## src/rtl/hz_pkg.sv

```systemverilog
package hz_pkg;

    typedef enum logic [1:0] {
        FM_OFF  = 2'd0,
        FM_ANY  = 2'd1,
        FM_WR   = 2'd2,
        FM_RSVD = 2'd3
    } flush_mode_e;

endpackage

```

## src/rtl/hz_stall_chain.sv

```systemverilog
module hz_stall_chain #(
    parameter int STAGES = 5
) (
    input  logic [STAGES-1:0] stall_to,
    output logic [STAGES-1:0] stall,
    output logic [STAGES-2:0] bubble
);

    always_comb begin
        stall[STAGES-1] = stall_to[STAGES-1];
        for (int s = STAGES - 2; s >= 0; s--) begin
            stall[s] = stall_to[s] | stall[s+1];
        end
    end

    generate
        for (genvar g = 0; g < STAGES - 1; g++) begin : g_bub
            assign bubble[g] = stall[g] & ~stall[g+1];
        end
    endgenerate

endmodule

```

## src/rtl/hz_flush_ctl.sv

```systemverilog
module hz_flush_ctl
    import hz_pkg::*;
#(
    parameter int STAGES  = 5,
    parameter int FLUSH_K = 2,
    parameter int TAG_W   = 8
) (
    input  logic                          clk,
    input  logic                          rst_n,
    input  flush_mode_e                   mode,
    input  logic [STAGES-1:0]             flush_to,
    input  logic [STAGES-1:0]             protect,
    input  logic [STAGES-1:0]             vld,
    input  logic [STAGES-1:0]             wr,
    input  logic [STAGES-1:0][TAG_W-1:0]  tag,
    output logic [STAGES-1:0]             flush,
    output logic                          refetch_vld,
    output logic [TAG_W-1:0]              refetch_tag
);

    localparam logic [STAGES-1:0] LOW_MASK = {STAGES{1'b1}} >> (STAGES - FLUSH_K);

    logic                auto_trig;
    logic [STAGES-1:0]   req;
    logic [STAGES-1:0]   reach;
    logic [STAGES-1:0]   guard;
    logic [STAGES-1:0]   cut;

    always_comb begin
        auto_trig = vld[FLUSH_K] &&
                    ((mode == FM_ANY) || ((mode == FM_WR) && wr[FLUSH_K]));
        req = flush_to;
        if (auto_trig) req[FLUSH_K-1] = 1'b1;

        reach[STAGES-1] = req[STAGES-1];
        for (int s = STAGES - 2; s >= 0; s--) begin
            reach[s] = req[s] | reach[s+1];
        end

        guard  = protect & vld;
        cut[0] = guard[0];
        for (int s = 1; s < STAGES; s++) begin
            cut[s] = cut[s-1] | guard[s];
        end

        flush = reach & ~cut;

        refetch_vld = 1'b0;
        refetch_tag = '0;
        for (int s = 0; s < STAGES; s++) begin
            if (flush[s] && vld[s]) begin
                refetch_vld = 1'b1;
                refetch_tag = tag[s];
            end
        end
    end

    generate
        for (genvar g = 0; g < STAGES; g++) begin : g_chk
            p_keep_protected_r7: assert property (@(posedge clk) disable iff (!rst_n)
                (vld[g] && protect[g]) |-> !flush[g]);
        end
    endgenerate

    p_fallback_any_r4: assert property (@(posedge clk) disable iff (!rst_n)
        ((mode == FM_ANY) && vld[FLUSH_K] && ((protect & vld & LOW_MASK) == '0))
        |-> ((flush & LOW_MASK) == LOW_MASK));

endmodule

```

## src/rtl/hz_stage_regs.sv

```systemverilog
module hz_stage_regs #(
    parameter int STAGES = 5,
    parameter int TAG_W  = 8
) (
    input  logic                          clk,
    input  logic                          rst_n,
    input  logic [STAGES-1:0]             stall,
    input  logic [STAGES-1:0]             flush,
    input  logic                          accept,
    input  logic                          fetch_vld,
    input  logic                          fetch_wr,
    input  logic [TAG_W-1:0]              fetch_tag,
    output logic [STAGES-1:0]             vld,
    output logic [STAGES-1:0]             wr,
    output logic [STAGES-1:0][TAG_W-1:0]  tag,
    output logic                          retire_vld,
    output logic                          retire_wr,
    output logic [TAG_W-1:0]              retire_tag
);

    typedef struct packed {
        logic [STAGES-1:0]            vld;
        logic [STAGES-1:0]            wr;
        logic [STAGES-1:0][TAG_W-1:0] tag;
    } pipe_t;

    pipe_t pipe_d, pipe_q;

    always_comb begin
        pipe_d = pipe_q;
        // stage 0 is fed by fetch
        if (stall[0]) begin
            if (flush[0]) pipe_d.vld[0] = 1'b0;
        end else begin
            pipe_d.vld[0] = accept & fetch_vld;
            pipe_d.wr[0]  = fetch_wr;
            pipe_d.tag[0] = fetch_tag;
        end
        for (int s = 1; s < STAGES; s++) begin
            if (stall[s]) begin
                if (flush[s]) pipe_d.vld[s] = 1'b0;
            end else begin
                pipe_d.vld[s] = pipe_q.vld[s-1] & ~flush[s-1] & ~stall[s-1];
                pipe_d.wr[s]  = pipe_q.wr[s-1];
                pipe_d.tag[s] = pipe_q.tag[s-1];
            end
        end
    end

    always_ff @(posedge clk or negedge rst_n) begin
        if (!rst_n) pipe_q <= '0;
        else        pipe_q <= pipe_d;
    end

    assign vld        = pipe_q.vld;
    assign wr         = pipe_q.wr;
    assign tag        = pipe_q.tag;
    assign retire_vld = pipe_q.vld[STAGES-1] & ~stall[STAGES-1] & ~flush[STAGES-1];
    assign retire_wr  = pipe_q.wr[STAGES-1];
    assign retire_tag = pipe_q.tag[STAGES-1];

    generate
        for (genvar g = 0; g < STAGES; g++) begin : g_chk
            p_hold_stalled_r3: assert property (@(posedge clk) disable iff (!rst_n)
                (stall[g] && !flush[g]) |=>
                    (pipe_q.vld[g] == $past(pipe_q.vld[g]) &&
                     pipe_q.tag[g] == $past(pipe_q.tag[g]) &&
                     pipe_q.wr[g]  == $past(pipe_q.wr[g])));
            p_flush_beats_stall_r8: assert property (@(posedge clk) disable iff (!rst_n)
                (stall[g] && flush[g]) |=> !pipe_q.vld[g]);
        end
    endgenerate

endmodule

```

## src/rtl/hazard_sequencer.sv

```systemverilog
module hazard_sequencer
    import hz_pkg::*;
#(
    parameter int STAGES  = 5,
    parameter int FLUSH_K = 2,
    parameter int TAG_W   = 8
) (
    input  logic                 clk,
    input  logic                 rst_n,
    input  logic [1:0]           flush_mode,
    input  logic [STAGES-1:0]    stall_to,
    input  logic [STAGES-1:0]    flush_to,
    input  logic [STAGES-1:0]    protect,
    input  logic                 fetch_vld,
    input  logic                 fetch_wr,
    input  logic [TAG_W-1:0]     fetch_tag,
    output logic                 pc_en,
    output logic [STAGES-1:0]    stall,
    output logic [STAGES-1:0]    flush,
    output logic [STAGES-2:0]    bubble,
    output logic                 refetch_vld,
    output logic [TAG_W-1:0]     refetch_tag,
    output logic [STAGES-1:0]    stage_vld,
    output logic                 retire_vld,
    output logic                 retire_wr,
    output logic [TAG_W-1:0]     retire_tag
);

    logic [STAGES-1:0]            occ_wr;
    logic [STAGES-1:0][TAG_W-1:0] occ_tag;

    hz_stall_chain #(.STAGES(STAGES)) u_stall (
        .stall_to (stall_to),
        .stall    (stall),
        .bubble   (bubble)
    );

    hz_flush_ctl #(.STAGES(STAGES), .FLUSH_K(FLUSH_K), .TAG_W(TAG_W)) u_flush (
        .clk         (clk),
        .rst_n       (rst_n),
        .mode        (flush_mode_e'(flush_mode)),
        .flush_to    (flush_to),
        .protect     (protect),
        .vld         (stage_vld),
        .wr          (occ_wr),
        .tag         (occ_tag),
        .flush       (flush),
        .refetch_vld (refetch_vld),
        .refetch_tag (refetch_tag)
    );

    assign pc_en = ~stall[0] & ~refetch_vld;

    hz_stage_regs #(.STAGES(STAGES), .TAG_W(TAG_W)) u_regs (
        .clk        (clk),
        .rst_n      (rst_n),
        .stall      (stall),
        .flush      (flush),
        .accept     (pc_en),
        .fetch_vld  (fetch_vld),
        .fetch_wr   (fetch_wr),
        .fetch_tag  (fetch_tag),
        .vld        (stage_vld),
        .wr         (occ_wr),
        .tag        (occ_tag),
        .retire_vld (retire_vld),
        .retire_wr  (retire_wr),
        .retire_tag (retire_tag)
    );

    generate
        for (genvar g = 0; g < STAGES - 1; g++) begin : g_chk
            p_bubble_empty_r2: assert property (@(posedge clk) disable iff (!rst_n)
                bubble[g] |=> !stage_vld[g+1]);
        end
    endgenerate

    p_stage0_held_r9: assert property (@(posedge clk) disable iff (!rst_n)
        (stall[0] && !flush[0]) |=> ($stable(stage_vld[0]) && !$past(pc_en)));

endmodule

```

## config.mk

```make
export PLATFORM = sky130hd
export DESIGN_NAME = hazard_sequencer
export DESIGN_NICKNAME = d
export VERILOG_FILES = /design/src/rtl/hz_pkg.sv /design/src/rtl/hz_stall_chain.sv /design/src/rtl/hz_flush_ctl.sv /design/src/rtl/hz_stage_regs.sv /design/src/rtl/hazard_sequencer.sv
export SDC_FILE = /design/constraint.sdc
export NUM_CORES = 1
export LEC_CHECK = 0
export BUFFER_PORTS_ARGS = -buffer_cell sky130_fd_sc_hd__buf_2
export CORE_MARGIN = 2
export CORE_UTILIZATION = 40
export DETAILED_ROUTE_END_ITERATION = 10
export GPL_ROUTABILITY_DRIVEN = 0
export HOLD_SLACK_MARGIN = 0.12
export PLACE_DENSITY_LB_ADDON = 0.25
export SETUP_SLACK_MARGIN = 0.02
export SYNTH_ARGS = -nofsm -noshare
export SYNTH_HDL_FRONTEND = slang
export SYNTH_SLANG_ARGS = --single-unit
```

## constraint.sdc

```tcl
create_clock -name clk -period 2.9 [get_ports clk]
set_input_delay 0.29 -clock clk [delete_from_list [all_inputs] [get_ports clk]]
set_output_delay 0.29 -clock clk [all_outputs]
set_load 0.05 [all_outputs]
```

==> run_results.csv <==
group,metric,value,unit
cts,clk_latency,0.31,ns
finish,fill_cells,604,
placed_design,portBuffers,67,
finish,diodes,0,
drt,ant_nets,0,
flow_run,max_cap_violations,0,
critical_path,r2r_cells,6,
drt,first_iter_violations,87,
critical_path,setup.worst_path.class,"flop to output port",
yosys,synthesis.nets,287,
power,power,1.903,mW
finish,final_nets,351,
critical_path,cp_max_fo,8,
min_path,hold_start,"fetch_wr",
yosys,yosys-top-cells-area,"dfrtp_1 49%, mux2_2 11%, nand2_1 11%",
yosys,synth_edf_count,0,
yosys,yosysTopAreaCell,"dfrtp_1",
yosys,ys.flop_type,"dfrtp_1",
yosys,post-synth-top-count-cell,"nand2_1",
floorplanning,initial_core_util,40.80,%
cts,cts_resized,0,
power,p_leak,1.600,nW
sta,finalCritPeriodShare,94.96,%
critical_path,cp.required,2.61,ns
global_route,grt_overflow,0,
drt,avgRoutedWirePerCell,14.08,um
yosys,synth.distinct_cells,34,
cts,cts_made_buffers,5,
finish,syn_to_final_growth,20.88,%
sta,period_minus_slack,2.754,ns
sta,slew_headroom,57.74,%
yosys,yosysSeqAreaShare,49.14,%
cts,cts_buffer_depth,2,
finish,drive_gt1_share,38.39,%
finish,finish.instance_area,3078,um^2
critical_path,reg2reg_from,"u_regs.vld[2]",
sta,worst_clock_skew,0.01175,ns
global_route,grt_max_degree,29,
cts,cts.sinks,50,
drt,drc,0,
yosys,yosysTopAreaCellShare,49.14,%
yosys,synth.avg_cell_area,9.869,um^2
cts,cts_tree,"done",
floorplanning,die_width,83.79,um
min_path,whs_endpoint,"u_regs.wr[0]",
yosys,syn_area,2546,um^2
sta,tightest_slew,0.6339,ns
cts,h-tree-depth,2,
drt,vias_per_cell,5.085,
floorplanning,num_rows,29,
floorplanning,fp.coreArea,6241,um^2
yosys,synthesis.instances,258,
sta,drv_slew,0,
yosys,yosysWarningCount,0,
placed_design,place_hpwl,4260,um
placed_design,place_ws,0.3756,ns
critical_path,ff2ff_setup_slack,1.07,ns
finish,final_core_util,49.32,%
drt,routed-via-count,2034,
min_path,holdCritPathClass,"input pin to flop",
placed_design,placed_cell_area,2965,um^2
sta,fin_ws,0.1461,ns
sta,finalSetupTns,0,ns
run_status,outcome,"finished clean",
critical_path,startpoint_type,"flop",
cts,path_clk_slew,0.09,ns
global_route,antenna_found_initial,0,
global_route,track_usage,16.94,%
drt,firstDrtPassIters,4,
sta,hold_viol,0,
cts,root_buffer,"clkbuf_8",
sta,finalSetupViolCount,0,
critical_path,setup.worst_path.end_class,"output port",
global_route,first_global_vias,2026,
yosys,yosys-top-cells-count,"72 x nand2_1, 50 x dfrtp_1, 26 x mux2_2, 12 x o21ai_0, 11 x and2_1",
min_path,hold_depth,3,
floorplanning,die_area,7020,um^2
sta,max_freq,363.1,MHz
global_route,grt_pass1_wl,9735,um
power,power_density,618.2,nW/um^2
critical_path,crit_arrival,2.46,ns
yosys,synthArstFlopShare,100.0,%
power,vdd_ir_drop_max,0.0002781,V
floorplanning,die_h,83.79,um
drt,wl,5632,um
yosys,synth-seq-cells,50,
critical_path,timing.rr.end,"u_regs.vld[0]",
floorplanning,ioPinCount,68,
-- what timing repair did --
action / 4_1_cts / 5_1_grt
hold buffers: 1 / 0
setup endpoints to repair: 0 / 8
setup buffers: 0 / 1
endpoints found under the hold margin: 27 / 0
-- cells in the final DEF, fill, tap and decap left out, types with 2 or more instances in the layout --
| cell | synthesis | layout |
|---|---|---|
| nand2_1 | 72 | 72 |
| mux2_2 | 26 | 26 |
| o21ai_0 | 12 | 12 |
| clkbuf_8 | 0 | 6 |
| mux2i_1 | 8 | 8 |
| dfrtp_1 | 50 | 50 |
| a21oi_1 | 3 | 3 |
| o221ai_2 | 2 | 8 |
| nand3_1 | 2 | 2 |
| nor2_1 | 8 | 7 |
| and2_1 | 11 | 11 |
| buf_4 | 9 | 9 |
| nand4b_1 | 2 | 2 |
| a22oi_1 | 8 | 8 |
| inv_1 | 7 | 7 |
| and2_2 | 2 | 2 |
| buf_2 | 2 | 67 |
| o22ai_1 | 5 | 5 |
-- per-stage QoR --
stage	std cells	hold WS, ns
2_1_floorplan	258	-0.005591
5_1_grt	400	0.1940
4_1_cts	399	0.1802
3_3_place_gp	390	0.3382
6_report	400	0.1894
3_5_place_dp	390	0.3428
-- critical path, stage by stage, from the launching register on --
cell and delay [ns]:
dfrtp_1 0.46, a222oi_1 0.36, buf_4 0.19, o31ai_2 0.10, nor3b_4 0.38, a22oi_1 0.17
o221ai_2 0.21, buf_2 0.30
-- report_power, final --
group / switching [mW] / internal (mW)
Clock: 0.232 / 0.192
Sequential: 0.142 / 0.871
Combinational: 0.297 / 0.169
-- per-layer routing --
| metal | vias to the layer above | part of all wire, % | global-route usage [%] |
|---|---|---|---|
| li1 | 1018 | - | - |
| met4 | 0 | 1.5 | 6.598 |
| met1 | 972 | 48 | 23.03 |
| met3 | 8 | 3.8 | 2.967 |
| met5 | - | 0 | 0 |
| met2 | 36 | 47 | 27.05 |
-- worst max-delay path by stage --
stage | end | slack, ns | cells past startpoint | startpoint
3_5_place_dp | refetch_tag[2] | 0.38 | 6 | u_regs.vld[2]
3_3_place_gp | refetch_tag[1] | 0.37 | 6 | u_regs.vld[2]
5_1_grt | refetch_tag[2] | -0.01 | 7 | u_regs.vld[2]
6_report | refetch_tag[2] | 0.15 | 7 | u_regs.vld[2]
2_1_floorplan | pc_en | -0.02 | 5 | u_regs.vld[3]
4_1_cts | refetch_tag[2] | 0.02 | 6 | u_regs.vld[2]
-- flip-flops by register name, indices dropped and copies added (netlist names) --
signal and count:
u_regs.retire_tag 8, u_regs.tag 32, u_regs.wr 5, u_regs.vld 5
-- area by class of cell --
type / instances / area (um^2) / share of cell area (%)
Multi-Input combinational cell: 181 / 1196 / 38.86
Inverter: 7 / 26.28 / 0.8537
Clock buffer: 6 / 82.58 / 2.683
Clock inverter: 2 / 12.51 / 0.4065
Sequential cell: 50 / 1251 / 40.65
Tap cell: 77 / 96.34 / 3.130
Timing Repair Buffer: 77 / 412.9 / 13.41
-- cells by family (layout without fill, tap and decap cells) --
logic type,Yosys count,count (layout),share of synthesized area [%]
buffers and inverters,27,92,5.454
AND/OR/NAND/NOR,105,105,18.82
AO/OA/AOI/OAI,42,42,11.94
flip-flops,50,50,49.14
multiplexers,34,34,14.64
No activity file was read; power rests on OpenSTA's default activity.
